### config.mk
export PLATFORM = sky130hd
export DESIGN_NAME = vlen_ctl_reg
export DESIGN_NICKNAME = d
export VERILOG_FILES = /design/src/rtl/vlc_pkg.sv /design/src/rtl/vlc_rst_sync.sv /design/src/rtl/vlc_access_decode.sv /design/src/rtl/vlc_len_store.sv /design/src/rtl/vlc_len_round.sv /design/src/rtl/vlen_ctl_reg.sv
export SDC_FILE = /design/constraint.sdc
export NUM_CORES = 1
export LEC_CHECK = 0
export ABC_AREA = 1
export BUFFER_PORTS_ARGS = -buffer_cell sky130_fd_sc_hd__buf_2
export CAP_MARGIN = 20
export CORE_MARGIN = 10
export CORE_UTILIZATION = 31
export DETAILED_ROUTE_END_ITERATION = 8
export PLACE_DENSITY_LB_ADDON = 0.05
export SYNTH_ARGS = -nofsm -noshare
export SYNTH_HDL_FRONTEND = slang
export SYNTH_HIERARCHICAL = 1
export SYNTH_SLANG_ARGS = --single-unit
### constraint.sdc
create_clock -name clk -period 1.6 [get_ports clk]
set_input_delay 0.08 -clock clk [delete_from_list [all_inputs] [get_ports clk]]
set_output_delay 0.08 -clock clk [all_outputs]
set_load 0.05 [all_outputs]
### src/rtl/vlc_pkg.sv
package vlc_pkg;

  localparam int LEN_W  = 4;
  localparam int DATA_W = 64;

  typedef struct packed {
    logic [1:0] op0;
    logic [2:0] op1;
    logic [3:0] crn;
    logic [3:0] crm;
    logic [2:0] op2;
  } sysreg_enc_t;

  localparam sysreg_enc_t VLC_ENC = '{op0: 2'b11, op1: 3'b110, crn: 4'b0001,
                                      crm: 4'b0010, op2: 3'b000};

  localparam logic [5:0] VLC_TRAP_CLASS = 6'h19;
  localparam logic [1:0] PRIV_TOP       = 2'd3;

  typedef enum logic [1:0] {
    RESP_NONE  = 2'd0,
    RESP_READ  = 2'd1,
    RESP_UNDEF = 2'd2,
    RESP_TRAP  = 2'd3
  } resp_kind_t;

endpackage

### src/rtl/vlc_rst_sync.sv
module vlc_rst_sync #(
  parameter int STAGES = 2
) (
  input  logic clk,
  input  logic rst_n,
  output logic rst_sn
);

  logic [STAGES-1:0] sync_q;
  logic [STAGES-1:0] sync_d;

  always_comb begin
    sync_d = {sync_q[STAGES-2:0], 1'b1};
  end

  always_ff @(posedge clk or negedge rst_n) begin
    if (!rst_n) begin
      sync_q <= '0;
    end else begin
      sync_q <= sync_d;
    end
  end

  assign rst_sn = sync_q[STAGES-1];

endmodule

### src/rtl/vlc_access_decode.sv
module vlc_access_decode
  import vlc_pkg::*;
(
  input  logic        acc_valid,
  input  sysreg_enc_t acc_enc,
  input  logic        acc_write,
  input  logic [1:0]  priv_lvl,
  input  logic        trap_en,
  output resp_kind_t  resp_kind,
  output logic        wr_en
);

  logic enc_hit;
  logic priv_ok;

  assign enc_hit = acc_valid && (acc_enc == VLC_ENC);
  assign priv_ok = (priv_lvl == PRIV_TOP);

  always_comb begin
    resp_kind = RESP_NONE;
    wr_en     = 1'b0;
    if (enc_hit) begin
      if (!priv_ok) begin
        resp_kind = RESP_UNDEF;
      end else if (!trap_en) begin
        resp_kind = RESP_TRAP;
      end else if (acc_write) begin
        wr_en = 1'b1;
      end else begin
        resp_kind = RESP_READ;
      end
    end
  end

endmodule

### src/rtl/vlc_len_store.sv
module vlc_len_store #(
  parameter int               LEN_W   = 4,
  parameter logic [LEN_W-1:0] RST_LEN = '0
) (
  input  logic             clk,
  input  logic             rst_n,
  input  logic             wr_en,
  input  logic [LEN_W-1:0] wr_len,
  output logic [LEN_W-1:0] len_q
);

  logic [LEN_W-1:0] len_d;

  always_comb begin
    len_d = len_q;
    if (wr_en) begin
      len_d = wr_len;
    end
  end

  always_ff @(posedge clk or negedge rst_n) begin
    if (!rst_n) begin
      len_q <= RST_LEN;
    end else if (wr_en) begin
      len_q <= len_d;
    end
  end

endmodule

### src/rtl/vlc_len_round.sv
module vlc_len_round #(
  parameter int                   LEN_W  = 4,
  parameter int                   NUM    = 1 << LEN_W,
  parameter logic [NUM-1:0]       MASK   = '1,
  parameter int                   BITS_W = LEN_W + 8
) (
  input  logic [LEN_W-1:0]  req_len,
  output logic [LEN_W-1:0]  eff_len,
  output logic [BITS_W-1:0] eff_bits
);

  localparam int GRAN_SHIFT = 7;

  logic [NUM-1:0] cand;

  genvar g;
  generate
    for (g = 0; g < NUM; g++) begin : g_cand
      assign cand[g] = MASK[g] && (req_len >= LEN_W'(g));
    end
  endgenerate

  always_comb begin
    eff_len = '0;
    for (int i = 0; i < NUM; i++) begin
      if (cand[i]) begin
        eff_len = LEN_W'(i);
      end
    end
  end

  assign eff_bits = (BITS_W'(eff_len) + BITS_W'(1)) << GRAN_SHIFT;

endmodule

### src/rtl/vlen_ctl_reg.sv
module vlen_ctl_reg
  import vlc_pkg::*;
#(
  parameter int                       L_W       = LEN_W,
  parameter int                       D_W       = DATA_W,
  parameter logic [(1 << L_W)-1:0]    IMPL_MASK = 16'h8A8B,
  parameter logic [L_W-1:0]           RST_LEN   = 4'hA
) (
  input  logic           clk,
  input  logic           rst_n,
  input  logic           acc_valid,
  input  logic [1:0]     acc_op0,
  input  logic [2:0]     acc_op1,
  input  logic [3:0]     acc_crn,
  input  logic [3:0]     acc_crm,
  input  logic [2:0]     acc_op2,
  input  logic           acc_write,
  input  logic [D_W-1:0] acc_wdata,
  input  logic [1:0]     priv_lvl,
  input  logic           trap_en,
  output logic           rd_valid,
  output logic [D_W-1:0] rd_data,
  output logic           undef_o,
  output logic           trap_o,
  output logic [5:0]     trap_class,
  output logic [L_W-1:0] eff_len,
  output logic [L_W+7:0] eff_bits
);

  localparam int NUM    = 1 << L_W;
  localparam int BITS_W = L_W + 8;

  logic         rst_sn;
  sysreg_enc_t  acc_enc;
  resp_kind_t   resp_d;
  resp_kind_t   resp_q;
  logic         wr_en;
  logic [L_W-1:0] len_q;
  logic [D_W-1:0] rdata_d;
  logic [D_W-1:0] rdata_q;
  logic           rdata_en;

  vlc_rst_sync #(.STAGES(2)) u_rst_sync (
    .clk    (clk),
    .rst_n  (rst_n),
    .rst_sn (rst_sn)
  );

  assign acc_enc = '{op0: acc_op0, op1: acc_op1, crn: acc_crn,
                     crm: acc_crm, op2: acc_op2};

  vlc_access_decode u_decode (
    .acc_valid (acc_valid),
    .acc_enc   (acc_enc),
    .acc_write (acc_write),
    .priv_lvl  (priv_lvl),
    .trap_en   (trap_en),
    .resp_kind (resp_d),
    .wr_en     (wr_en)
  );

  vlc_len_store #(.LEN_W(L_W), .RST_LEN(RST_LEN)) u_store (
    .clk    (clk),
    .rst_n  (rst_sn),
    .wr_en  (wr_en),
    .wr_len (acc_wdata[L_W-1:0]),
    .len_q  (len_q)
  );

  vlc_len_round #(.LEN_W(L_W), .NUM(NUM), .MASK(IMPL_MASK), .BITS_W(BITS_W)) u_round (
    .req_len  (len_q),
    .eff_len  (eff_len),
    .eff_bits (eff_bits)
  );

  always_comb begin
    rdata_en = (resp_d == RESP_READ);
    rdata_d  = '0;
    rdata_d[L_W-1:0] = len_q;
  end

  always_ff @(posedge clk or negedge rst_sn) begin
    if (!rst_sn) begin
      resp_q <= RESP_NONE;
    end else begin
      resp_q <= resp_d;
    end
  end

  always_ff @(posedge clk or negedge rst_sn) begin
    if (!rst_sn) begin
      rdata_q <= '0;
    end else if (rdata_en) begin
      rdata_q <= rdata_d;
    end
  end

  assign rd_valid   = (resp_q == RESP_READ);
  assign undef_o    = (resp_q == RESP_UNDEF);
  assign trap_o     = (resp_q == RESP_TRAP);
  assign rd_data    = rd_valid ? rdata_q : '0;
  assign trap_class = trap_o ? VLC_TRAP_CLASS : 6'h00;

endmodule

==> summary.md <==
| Metric | Value |
|---|---|
| VDD IR max | `659 uV` |
| Sequential-to-total area share from yosys stat | `24.0%` |
| Crit Path Max Fanout | `4` |
| Largest net degree at the start of global routing | `11` |
| Root buf cell | `clkbuf_8` |
| Port bufs | `45` |
| Final Setup Violations | `0` |
| Ranking of synthesized cells by area | `buf_4 (43%), dfrtp_1 (20%), nand2_1 (11%), inv_1 (6.3%), dfstp_2 (4.2%)` |
| # IOs | `176` |
| Post-Route WL | `2860 microns` |
| Final hold slack | `0.0361 ns` |
| Crit path arrival time | `1.51 ns` |
| Place WS | `0.0537 ns` |
| DRT antenna net count | `0` |
| PwrDens | `723 nW/um^2` |
| WP data required | `1.52 ns` |
| Worst setup EP type | `output pin` |
| CP max stage cell | `dfstp_2` |
| Dominant synthesized flop cell | `dfrtp_1` |
| First-pass GRT wire length | `4600 microns` |
| TritonCTS buffer count | `3` |
| Synth cell types | `15` |
| TritonCTS Sinks | `12` |
| Avg Vias per Cell | `3.32` |
| #FFs+latches synth | `12` |
| Avg Inst Size Synth | `6.89 sq um` |
| Global placement routability congestion | `0.705` |
| Clk Latency, worst-skew pair | `0.24 ns` |
| DIE WIDTH | `83.8 microns` |
| Die Y | `83.8 microns` |
| Final WS setup | `0.0150 ns` |
| WP depth | `8` |
| Critical path's largest stage delay | `0.58 ns` |
| Clock buffer depth | `2` |
| Startpoint Class | `register` |
| Cells after Synth | `183` |
| HPWL after DPL | `2620 microns` |
| Clk pin slew, worst setup/hold paths | `0.05 ns` |
| Drt wl/cell | `10.1 microns` |
| Number of antenna diodes | `0` |
| LEAKAGE | `0.914 nW` |
| Hold Path Class | `primary input to register` |
| Layout Skew | `0.00223 ns` |
| Total GRT Usage | `7.55%` |
| Slew Viols, Final | `0` |
| Critical Path Most Common Cell | `nand2_2` |
| Final period util | `99.1%` |
| Initial drt markers | `17` |
| Synth Warn # | `6` |
| Initial Util | `31.8%` |
| Post-Syn Area | `1260 sq um` |
| Vias in the first global route | `1,039` |
| DIE AREA | `7020 sq um` |
| Share of the synthesized area in the top cell type | `43.5%` |
| Ys async rst share | `100%` |
| Row cnt | `23` |
| CTS tree | `built` |
| RSZ-0062 raised after global routing | `yes` |
| DRC violations left | `0` |
| Final hold viol count | `0` |
| DR vias | `940` |
| Cell taking the most area after synthesis | `buf_4` |
| Crit-path cells | `nor2_4, nand2_2, nand3_4, ha_4, inv_4, nand2_2, nand2_2, buf_8` |
| Antenna violations before repair | `0` |
| Outcome | `finished, final reports clean` |
| Max-cap viol count | `0` |
| Top-count cell post-synth | `buf_4` |
| Post-synth top cells | `buf_4 (73), nand2_1 (37), inv_1 (21)` |
| Pre-Repair DR Iteration Count | `4` |
| Delay-heaviest family, CP | `flip-flops` |
| Overflow after GRT | `0` |
| Deepest level of the CTS H-tree | `1` |
| WHS Path Cells | `3` |
| Max Fclk | `631 MHz` |
| Syn-to-layout area delta | `14.7%` |
| Crit path buf inv count | `2` |
| Post-synth EDFFs | `0` |
| R2r worst-path depth | `3` |
| NumNets Final | `322` |
| Fin crit period | `1.59 ns` |
| WS Path Type | `register to output pin` |
| Core ar. | `3970 sq um` |
| Fill cells | `446` |
| Ratio of cells with drive above 1 in the final layout | `32.2%` |
==> cells by family after synthesis <==
| logic type | synth area share, % |
|---|---|
| fa+ha+maj | 0.992 |
| simple gates | 23.1 |
| buf+inv | 50.6 |
| compound gates | 0.396 |
| flops | 24.0 |
| other cells | 0.893 |
==> power by group <==
part | switching, mW | leakage (nW) | internal (mW) | total, mW
combinational | 0.381 | 0.731 | 0.0291 | 0.411
clock | 0.107 | 0.0288 | 0.217 | 0.324
sequential | 0.00500 | 0.154 | 0.307 | 0.312
total | 0.494 | 0.914 | 0.553 | 1.05
==> metal layers <==
layer	share of wire, %	track usage, %	vias up	wire, microns
li1	-	-	496	-
met1	36	7.17	374	1040
met2	46	12.5	70	1310
met3	18	6.45	0	517
met4	0	0.913	0	0
met5	0	0	-	0
==> through the flow <==
stage,util [%],setup TNS (ns),area (sq um),std cells,power (mW)
2_1_floorplan,-,0,1540,251,0.818
3_3_place_gp,32.6,0,1300,275,0.717
5_1_grt,36.4,-0.158,1450,283,1.09
3_5_place_dp,32.6,0,1300,275,0.717
4_1_cts,35.8,-0.00448,1420,281,1.05
6_report,36.4,0,1450,283,1.05
==> repair_timing <==
| item | 4_1_cts | 5_1_grt |
|---|---|---|
| pin swaps | 3 | 1 |
| cloned | 0 | 0 |
| gates resized for setup | 15 | 4 |
| hold buffers | 1 | 0 |
| setup endpoints to repair | 3 | 4 |
| hold endpoints to repair | 2 | 0 |
| setup buffers | 1 | 2 |
==> worst min-delay path, cell delays in order <==
cell,delay [ns]
buf_2,0.09
nand2_1,0.05
nand2_1,0.04
==> layout make-up <==
type | instances | area (sq um) | share of cell area, %
multi-input combinational | 142 | 631 | 43.6
sequential | 12 | 304 | 21.0
timing repair buffer | 51 | 302 | 20.8
inverter | 24 | 92.6 | 6.40
tap | 50 | 62.6 | 4.33
clock buffer | 4 | 55.1 | 3.81
==> worst paths after layout <==
kind                                        endpoint            startpoint  slack, ns
worst max-delay path                     eff_bits[9]      u_store/len_q[1]       0.01
worst min-delay path                u_store/len_q[3]          acc_wdata[3]       0.04
worst max register to register            rdata_q[3]      u_store/len_q[3]       0.71
worst min register to register            rdata_q[0]  u_rst_sync/sync_q[1]       0.16
max in group asynchronous           u_store/len_q[3]  u_rst_sync/sync_q[1]       1.11
min in group asynchronous       u_rst_sync/sync_q[1]                 rst_n       0.15
==> sequential cells by signal (all words and copies together), names as in the netlist <==
signal / count
resp_q: 2
u_rst_sync/sync_q: 2
rdata_q: 4
u_store/len_q: 4
==> cell usage in the layout (no fill, tap or decap), types with 2 or more instances in the layout <==
| cell type | count |
|---|---|
| inv_2 | 3 |
| dfrtp_1 | 9 |
| nor2_4 | 2 |
| buf_8 | 2 |
| conb_1 | 71 |
| nand2_1 | 32 |
| nand3_2 | 2 |
| buf_2 | 41 |
| clkbuf_8 | 4 |
| nor3_1 | 3 |
| nand3_1 | 8 |
| dfstp_2 | 2 |
| inv_1 | 20 |
| nor2_1 | 13 |
| nand2_2 | 8 |
| buf_4 | 5 |
No activity file was read; power rests on OpenSTA's default activity.
